File: config.mk
export PLATFORM = sky130hd
export DESIGN_NAME = core_regbank
export DESIGN_NICKNAME = d
export VERILOG_FILES = /design/src/rtl/core_regbank_pkg.sv /design/src/rtl/regbank_decode.sv /design/src/rtl/regbank_ctrl.sv /design/src/rtl/regbank_user.sv /design/src/rtl/regbank_coef.sv /design/src/rtl/core_regbank.sv
export SDC_FILE = /design/constraint.sdc
export NUM_CORES = 2
export LEC_CHECK = 0
export BUFFER_PORTS_ARGS = -buffer_cell sky130_fd_sc_hd__buf_2
export CAP_MARGIN = 20
export CORE_UTILIZATION = 25
export CTS_CLUSTER_DIAMETER = 200
export CTS_CLUSTER_SIZE = 20
export DETAILED_ROUTE_END_ITERATION = 10
export PLACE_DENSITY = 0.38
export SLEW_MARGIN = 20
export SYNTH_ARGS = -nofsm -noshare
export SYNTH_HDL_FRONTEND = slang
export SYNTH_SLANG_ARGS = --single-unit
File: constraint.sdc
create_clock -name clk -period 4.7 [get_ports clk]
set_input_delay 0.94 -clock clk [delete_from_list [all_inputs] [get_ports clk]]
set_output_delay 0.94 -clock clk [all_outputs]
set_load 0.005 [all_outputs]
File: src/rtl/core_regbank_pkg.sv
package core_regbank_pkg;

  typedef enum logic [2:0] {
    RGN_SYS  = 3'd0,
    RGN_STD  = 3'd1,
    RGN_COEF = 3'd2,
    RGN_USER = 3'd3,
    RGN_NONE = 3'd4
  } region_e;

  localparam int unsigned STD_FIRST  = 1;
  localparam int unsigned STD_LAST   = 7;
  localparam int unsigned COEF_FIRST = 8;
  localparam int unsigned USER_BASE  = 16;

  localparam int unsigned SYS_EN_BIT   = 0;
  localparam int unsigned SYS_PLAY_BIT = 1;
  localparam int unsigned SYS_IFMT_LSB = 8;
  localparam int unsigned SYS_OFMT_LSB = 12;
  localparam int unsigned FMT_W        = 4;
  localparam int unsigned SLOT_W       = 3;

endpackage

File: src/rtl/regbank_decode.sv
module regbank_decode
  import core_regbank_pkg::*;
#(
  parameter int unsigned ADDR_W = 24,
  parameter int unsigned USER_N = 32,
  parameter int unsigned IDX_W  = 5
) (
  input  logic [ADDR_W-1:0] addr,
  output region_e           region,
  output logic [IDX_W-1:0]  idx
);
  localparam logic [ADDR_W-1:0] A_STD_LO  = ADDR_W'(STD_FIRST);
  localparam logic [ADDR_W-1:0] A_STD_HI  = ADDR_W'(STD_LAST);
  localparam logic [ADDR_W-1:0] A_COEF_LO = ADDR_W'(COEF_FIRST);
  localparam logic [ADDR_W-1:0] A_USER_LO = ADDR_W'(USER_BASE);
  localparam logic [ADDR_W-1:0] A_USER_HI = ADDR_W'(USER_BASE + USER_N - 1);

  logic [ADDR_W-1:0] user_off;
  assign user_off = addr - A_USER_LO;

  always_comb begin
    region = RGN_NONE;
    idx    = '0;
    if (addr == '0) begin
      region = RGN_SYS;
    end else if (addr >= A_STD_LO && addr <= A_STD_HI) begin
      region = RGN_STD;
      idx    = IDX_W'(addr[SLOT_W-1:0]);
    end else if (addr >= A_COEF_LO && addr < A_USER_LO) begin
      region = RGN_COEF;
      idx    = IDX_W'(addr[SLOT_W-1:0]);
    end else if (addr >= A_USER_LO && addr <= A_USER_HI) begin
      region = RGN_USER;
      idx    = user_off[IDX_W-1:0];
    end
  end
endmodule

File: src/rtl/regbank_ctrl.sv
module regbank_ctrl
  import core_regbank_pkg::*;
#(
  parameter int unsigned DATA_W = 32,
  parameter int unsigned IDX_W  = 5
) (
  input  logic                  clk,
  input  logic                  rst,
  input  logic                  wr_en,
  input  logic                  rd_en,
  input  region_e               region,
  input  logic [IDX_W-1:0]      idx,
  input  logic [DATA_W-1:0]     wdata,
  output logic [DATA_W-1:0]     rd_val,
  output logic                  sys_en,
  output logic                  sys_play,
  output logic [FMT_W-1:0]      sys_ifmt,
  output logic [FMT_W-1:0]      sys_ofmt,
  output logic [STD_LAST:STD_FIRST][DATA_W-1:0] std_out
);
  logic [DATA_W-1:0] std_q [STD_FIRST:STD_LAST];
  logic [DATA_W-1:0] sys_word;

  always_comb begin
    sys_word = '0;
    sys_word[SYS_EN_BIT]                       = sys_en;
    sys_word[SYS_PLAY_BIT]                     = sys_play;
    sys_word[SYS_IFMT_LSB +: FMT_W]            = sys_ifmt;
    sys_word[SYS_OFMT_LSB +: FMT_W]            = sys_ofmt;
  end

  always_ff @(posedge clk) begin
    if (rst) begin
      sys_en   <= 1'b0;
      sys_play <= 1'b0;
      sys_ifmt <= '0;
      sys_ofmt <= '0;
    end else if (wr_en && region == RGN_SYS) begin
      sys_en   <= wdata[SYS_EN_BIT];
      sys_play <= wdata[SYS_PLAY_BIT];
      sys_ifmt <= wdata[SYS_IFMT_LSB +: FMT_W];
      sys_ofmt <= wdata[SYS_OFMT_LSB +: FMT_W];
    end
  end

  for (genvar g = STD_FIRST; g <= STD_LAST; g++) begin : g_std
    always_ff @(posedge clk) begin
      if (rst) begin
        std_q[g] <= '0;
      end else if (wr_en && region == RGN_STD && idx == IDX_W'(g)) begin
        std_q[g] <= wdata;
      end
    end
    assign std_out[g] = std_q[g];
  end

  always_ff @(posedge clk) begin
    if (rst) begin
      rd_val <= '0;
    end else if (rd_en) begin
      case (region)
        RGN_SYS: rd_val <= sys_word;
        RGN_STD: rd_val <= std_q[idx[SLOT_W-1:0] == '0 ? STD_FIRST : idx[SLOT_W-1:0]];
        default: rd_val <= '0;
      endcase
    end
  end
endmodule

File: src/rtl/regbank_user.sv
module regbank_user #(
  parameter int unsigned DATA_W = 32,
  parameter int unsigned DEPTH  = 32,
  parameter int unsigned IDX_W  = 5
) (
  input  logic              clk,
  input  logic              we,
  input  logic              re,
  input  logic [IDX_W-1:0]  idx,
  input  logic [DATA_W-1:0] wdata,
  output logic [DATA_W-1:0] rdata
);
  logic [DATA_W-1:0] mem [DEPTH];

  always_ff @(posedge clk) begin
    if (we) mem[idx] <= wdata;
    if (re) rdata <= mem[idx];
  end
endmodule

File: src/rtl/regbank_coef.sv
module regbank_coef
  import core_regbank_pkg::*;
#(
  parameter int unsigned DATA_W = 32,
  parameter int unsigned IDX_W  = 5
) (
  input  logic              clk,
  input  logic              rst,
  input  logic              hit,
  input  logic [IDX_W-1:0]  idx,
  input  logic [DATA_W-1:0] wdata,
  output logic              load,
  output logic [SLOT_W-1:0] slot,
  output logic [DATA_W-1:0] data
);
  always_ff @(posedge clk) begin
    if (rst) begin
      load <= 1'b0;
      slot <= '0;
      data <= '0;
    end else begin
      load <= hit;
      if (hit) begin
        slot <= idx[SLOT_W-1:0];
        data <= wdata;
      end
    end
  end
endmodule

File: src/rtl/core_regbank.sv
module core_regbank
  import core_regbank_pkg::*;
#(
  parameter int unsigned ADDR_W = 24,
  parameter int unsigned DATA_W = 32,
  parameter int unsigned USER_N = 32
) (
  input  logic              clk,
  input  logic              rst,
  input  logic              bus_sel,
  input  logic [ADDR_W-1:0] bus_addr,
  input  logic              bus_wr,
  input  logic [DATA_W-1:0] bus_wdata,
  input  logic              bus_rd,
  output logic [DATA_W-1:0] bus_rdata,
  output logic              bus_ack,
  output logic              ctl_enable,
  output logic              ctl_play,
  output logic [3:0]        ctl_in_fmt,
  output logic [3:0]        ctl_out_fmt,
  output logic [DATA_W-1:0] prm_decim_m1,
  output logic [DATA_W-1:0] prm_gain,
  output logic [DATA_W-1:0] prm_rate,
  output logic [DATA_W-1:0] prm_ratio,
  output logic [DATA_W-1:0] prm_frame_m1,
  output logic [DATA_W-1:0] prm_freq,
  output logic [DATA_W-1:0] prm_flags,
  output logic              coef_load,
  output logic [2:0]        coef_slot,
  output logic [DATA_W-1:0] coef_data
);
  localparam int unsigned UIDX_W = (USER_N > 1) ? $clog2(USER_N) : 1;
  localparam int unsigned IDX_W  = (UIDX_W > SLOT_W) ? UIDX_W : SLOT_W;

  region_e           region;
  region_e           region_q;
  logic [IDX_W-1:0]  idx;
  logic              wr_en, rd_en, acc;
  logic              ack_q, rd_q;
  logic [DATA_W-1:0] ctrl_rd, user_rd;
  logic [STD_LAST:STD_FIRST][DATA_W-1:0] std_out;

  assign wr_en = bus_sel && bus_wr && !rst;
  assign rd_en = bus_sel && bus_rd && !rst;
  assign acc   = wr_en || rd_en;

  regbank_decode #(.ADDR_W(ADDR_W), .USER_N(USER_N), .IDX_W(IDX_W)) u_dec (
    .addr(bus_addr), .region(region), .idx(idx)
  );

  regbank_ctrl #(.DATA_W(DATA_W), .IDX_W(IDX_W)) u_ctrl (
    .clk(clk), .rst(rst), .wr_en(wr_en), .rd_en(rd_en), .region(region),
    .idx(idx), .wdata(bus_wdata), .rd_val(ctrl_rd),
    .sys_en(ctl_enable), .sys_play(ctl_play),
    .sys_ifmt(ctl_in_fmt), .sys_ofmt(ctl_out_fmt), .std_out(std_out)
  );

  regbank_user #(.DATA_W(DATA_W), .DEPTH(USER_N), .IDX_W(UIDX_W)) u_user (
    .clk(clk),
    .we(wr_en && region == RGN_USER),
    .re(rd_en && region == RGN_USER),
    .idx(idx[UIDX_W-1:0]),
    .wdata(bus_wdata),
    .rdata(user_rd)
  );

  regbank_coef #(.DATA_W(DATA_W), .IDX_W(IDX_W)) u_coef (
    .clk(clk), .rst(rst),
    .hit(wr_en && region == RGN_COEF),
    .idx(idx), .wdata(bus_wdata),
    .load(coef_load), .slot(coef_slot), .data(coef_data)
  );

  always_ff @(posedge clk) begin
    if (rst) begin
      ack_q    <= 1'b0;
      rd_q     <= 1'b0;
      region_q <= RGN_NONE;
    end else begin
      ack_q    <= acc;
      rd_q     <= rd_en;
      region_q <= region;
    end
  end

  assign bus_ack   = ack_q;
  assign bus_rdata = !rd_q ? '0 : (region_q == RGN_USER) ? user_rd : ctrl_rd;

  assign prm_decim_m1 = std_out[1];
  assign prm_gain     = std_out[2];
  assign prm_rate     = std_out[3];
  assign prm_ratio    = std_out[4];
  assign prm_frame_m1 = std_out[5];
  assign prm_freq     = std_out[6];
  assign prm_flags    = std_out[7];
endmodule

==> results.sh <==
export IMPL_ant_nets=0
export IMPL_endpoint_kind="register"
export IMPL_placedCellCount=6955
export IMPL_yosys_warnings=0
export IMPL_remaining_drc_errors=0
export IMPL_layout_common_cells="edfxtp_1, nand2_1, buf_2, buf_4, and2_1"
export IMPL_startpoint_type="input pin"
export IMPL_syn_nets=3734
export IMPL_top_usage_layer="met2"
export IMPL_critPathArrivalTime_ns=4.56
export IMPL_period_needed_ns=4.09
export IMPL_post_cts_resized=0
export IMPL_route_vias_total=36613
export IMPL_hold_depth=2
export IMPL_setup_violations_final=0
export IMPL_tightest_slew_ns=1.18
export IMPL_die_area_um2=219000
export IMPL_final_common_cell="edfxtp_1"
export IMPL_post_drt_wl_per_cell_um=35.5
export IMPL_ys_seq_elements=1363
export IMPL_core_um2=215000
export IMPL_async_flop_share_pct=0
export IMPL_totalPowerFinal_mw=21.7
export IMPL_clock_sinks=1363
export IMPL_crit_type="in -> reg"
export IMPL_max_slew_margin_pct=21.5
export IMPL_synth_area_leaders="edfxtp_1, nand2_1, dfxtp_1"
export IMPL_pwr_density_cell_nw_per_um2=335
export IMPL_leakagePower_nw=21.0
export IMPL_synthCells=3673
export IMPL_syn_area_um2=54300
export IMPL_port_buffer_count=363
export IMPL_synth_largest_area_cell="edfxtp_1"
export IMPL_status="finished clean"
export IMPL_use_met3_pct=2.78
export IMPL_cts_buffer_depth=3
export IMPL_avgSynthCellArea_um2=14.8
export IMPL_synth_top_area_share_pct=70.8
export IMPL_die_w_um=468
export IMPL_cts_tree="yes"
export IMPL_hold_viol=0
export IMPL_core_rowCount=170
export IMPL_gp_congestion=0.898
export IMPL_drive_above_1_share_pct=22.8
export IMPL_fin_skew_ns=0.0304
export IMPL_finalNonFillerCells=7079
export IMPL_ioPinCount=364
export IMPL_synth_ff_type="edfxtp_1"
export IMPL_initial_utilization_pct=25.2
export IMPL_max_vdd_ir_drop_v=0.000212
export IMPL_place_hpwl_um=168000
export IMPL_synth_cell_type_count=70
export IMPL_crit_fanout=36
export IMPL_area_delta_synth_final_pct=19.2
export IMPL_fillCellCount=21627
export IMPL_grt_pass1_wl_um=331000
export IMPL_hold_path_class="reg -> reg"
export IMPL_firstDrtPassIters=6
export IMPL_synth_edf_count=1280
export IMPL_clockRootBuffer="clkbuf_16"
export IMPL_die_h_um=468
export IMPL_whs_ns=0.455
export IMPL_cpMostUsedCell="buf_4"
export IMPL_max_freq_ghz=0.245
export IMPL_clk_pin_slew_ns=0.10
export IMPL_dr_first_iter_drc_count=4351
export IMPL_slowest_delay_ns=0.76
export IMPL_viasPerCell=5.17
export IMPL_maxCapViolCount=0
export IMPL_met2_usage_pct=36.1
export IMPL_wirelength_um=251000
export IMPL_critical_path_slowest_cell="a2111oi_0"
export IMPL_path_cells="buf_2 -> or4_1 -> nor4_2 -> buf_4 -> buf_4 -> buf_4 -> a21boi_0 -> a2111oi_0 -> a31oi_1 -> a211oi_1 -> nor3_1"
export IMPL_first_global_vias=35062
export IMPL_cts_buffers=78
export IMPL_seq_area_frac_synth_pct=73.9
export IMPL_grt_use_met1_pct=31.1
export IMPL_cp_required_ns=5.17
export IMPL_setup_tns_ns=0
export IMPL_cts_hold_buf=0
export IMPL_final_max_slew_viol_count=0
export IMPL_fin_crit_sh_pct=86.9
export IMPL_postCtsSetupBuffers=0
export IMPL_layout_nets=4258
export IMPL_grtUsageTotal_pct=22.3
export IMPL_rsz0062_at_grt="false"
export IMPL_antenna_found_initial=25
export IMPL_htreeDepth=3
export IMPL_rr_worst_depth=7
export IMPL_clk_latency_ns=0.72
export IMPL_gr_total_overflow=0
export IMPL_grt_start_max_net_pins=74
[power by group]
group	internal [mW]	switching [mW]
Clock	3.19	4.17
Sequential	13.3	0.130
Combinational	0.211	0.634
Total	16.7	4.93
[per-stage QoR]
| step | util (%) | setup WS, ns | instance area, µm² |
|---|---|---|---|
| after floorplan | - | -0.294 | 54300 |
| after global placement | 29.0 | -0.111 | 62500 |
| after detailed placement | 29.0 | -0.119 | 62500 |
| after CTS | 30.1 | 0.667 | 64700 |
| after global routing | 30.1 | 0.441 | 64700 |
| final | 30.1 | 0.614 | 64700 |
[metal layers]
layer | part of all wire [%] | routed length [µm]
met5 | 0.016 | 39
met4 | 3.3 | 8180
met3 | 5.7 | 14200
met2 | 46 | 116000
met1 | 45 | 112000
[flip-flops by register name, indices dropped and copies added, names as in the netlist]
name / flops
u_user.mem: 1024
u_ctrl.std_q: 224
u_coef.data: 32
u_ctrl.rd_val: 32
u_user.rdata: 32
u_ctrl.sys_ifmt: 4
u_ctrl.sys_ofmt: 4
region_q: 3
u_coef.slot: 3
bus_ack: 1
rd_q: 1
u_coef.load: 1
u_ctrl.sys_en: 1
u_ctrl.sys_play: 1
[area by class of cell]
type	instances	area [µm²]	area share, %
Timing Repair Buffer	689	5270	8.14
Clock buffer	112	2140	3.31
Clock inverter	1	20.0	0.0309
Tap cell	2838	3550	5.49
Antenna cell	11	27.5	0.0425
Inverter	5	18.8	0.0290
Multi-Input combinational cell	2060	13600	21.0
Sequential cell	1363	40100	62.0
[worst paths after layout]
path	start	to	slack (ns)
setup / recovery	bus_addr[11]	u_user.rdata[6]	0.61
hold / removal	u_ctrl.rd_val[31]	u_ctrl.rd_val[31]	0.46
setup reg to reg	u_user.mem[15][14]	u_user.rdata[14]	2.33
hold reg to reg	u_ctrl.rd_val[31]	u_ctrl.rd_val[31]	0.46
[critical path, delay by kind of cell]
kind	cells	cell delay, ns
compound gates	4	1.49
simple gates	3	1.03
buf+inv	4	1.05
[cells in the mapped netlist (all sizes together) (4+ instances only)]
cell type and number:
nor2b 6, a222oi 7, a22oi 42, a21boi 49
a221oi 90, nand2 456, a211o 9, and3 6
edfxtp 1280, a22o 8, a21oi 155, o221ai 24
or4 9, o31ai 9, o2bb2ai 34, o22ai 15
or3 9, mux2 88, and2 231, mux4 4
mux2i 119, a211oi 35, a31oi 50, o21ai 112
a2bb2oi 4, nand3 122, nand4 19, nor2 109
buf 90, o2111ai 8, dfxtp 83, o31a 10
nor3 55, a311oi 5, o211ai 20, inv 5
nor4 17, a221o 80, or2 11, a2111oi 13
clkbuf 155
[kinds of logic after synthesis]
group                  after synthesis  share of synthesized area, %
flip-flops                        1363                          73.9
AO/OA/AOI/OAI                      797                          10.7
AND/OR/NAND/NOR                   1052                          9.38
multiplexers                       211                          4.19
buffers and inverters              250                          1.91
(Power assumes the default switching activity.)
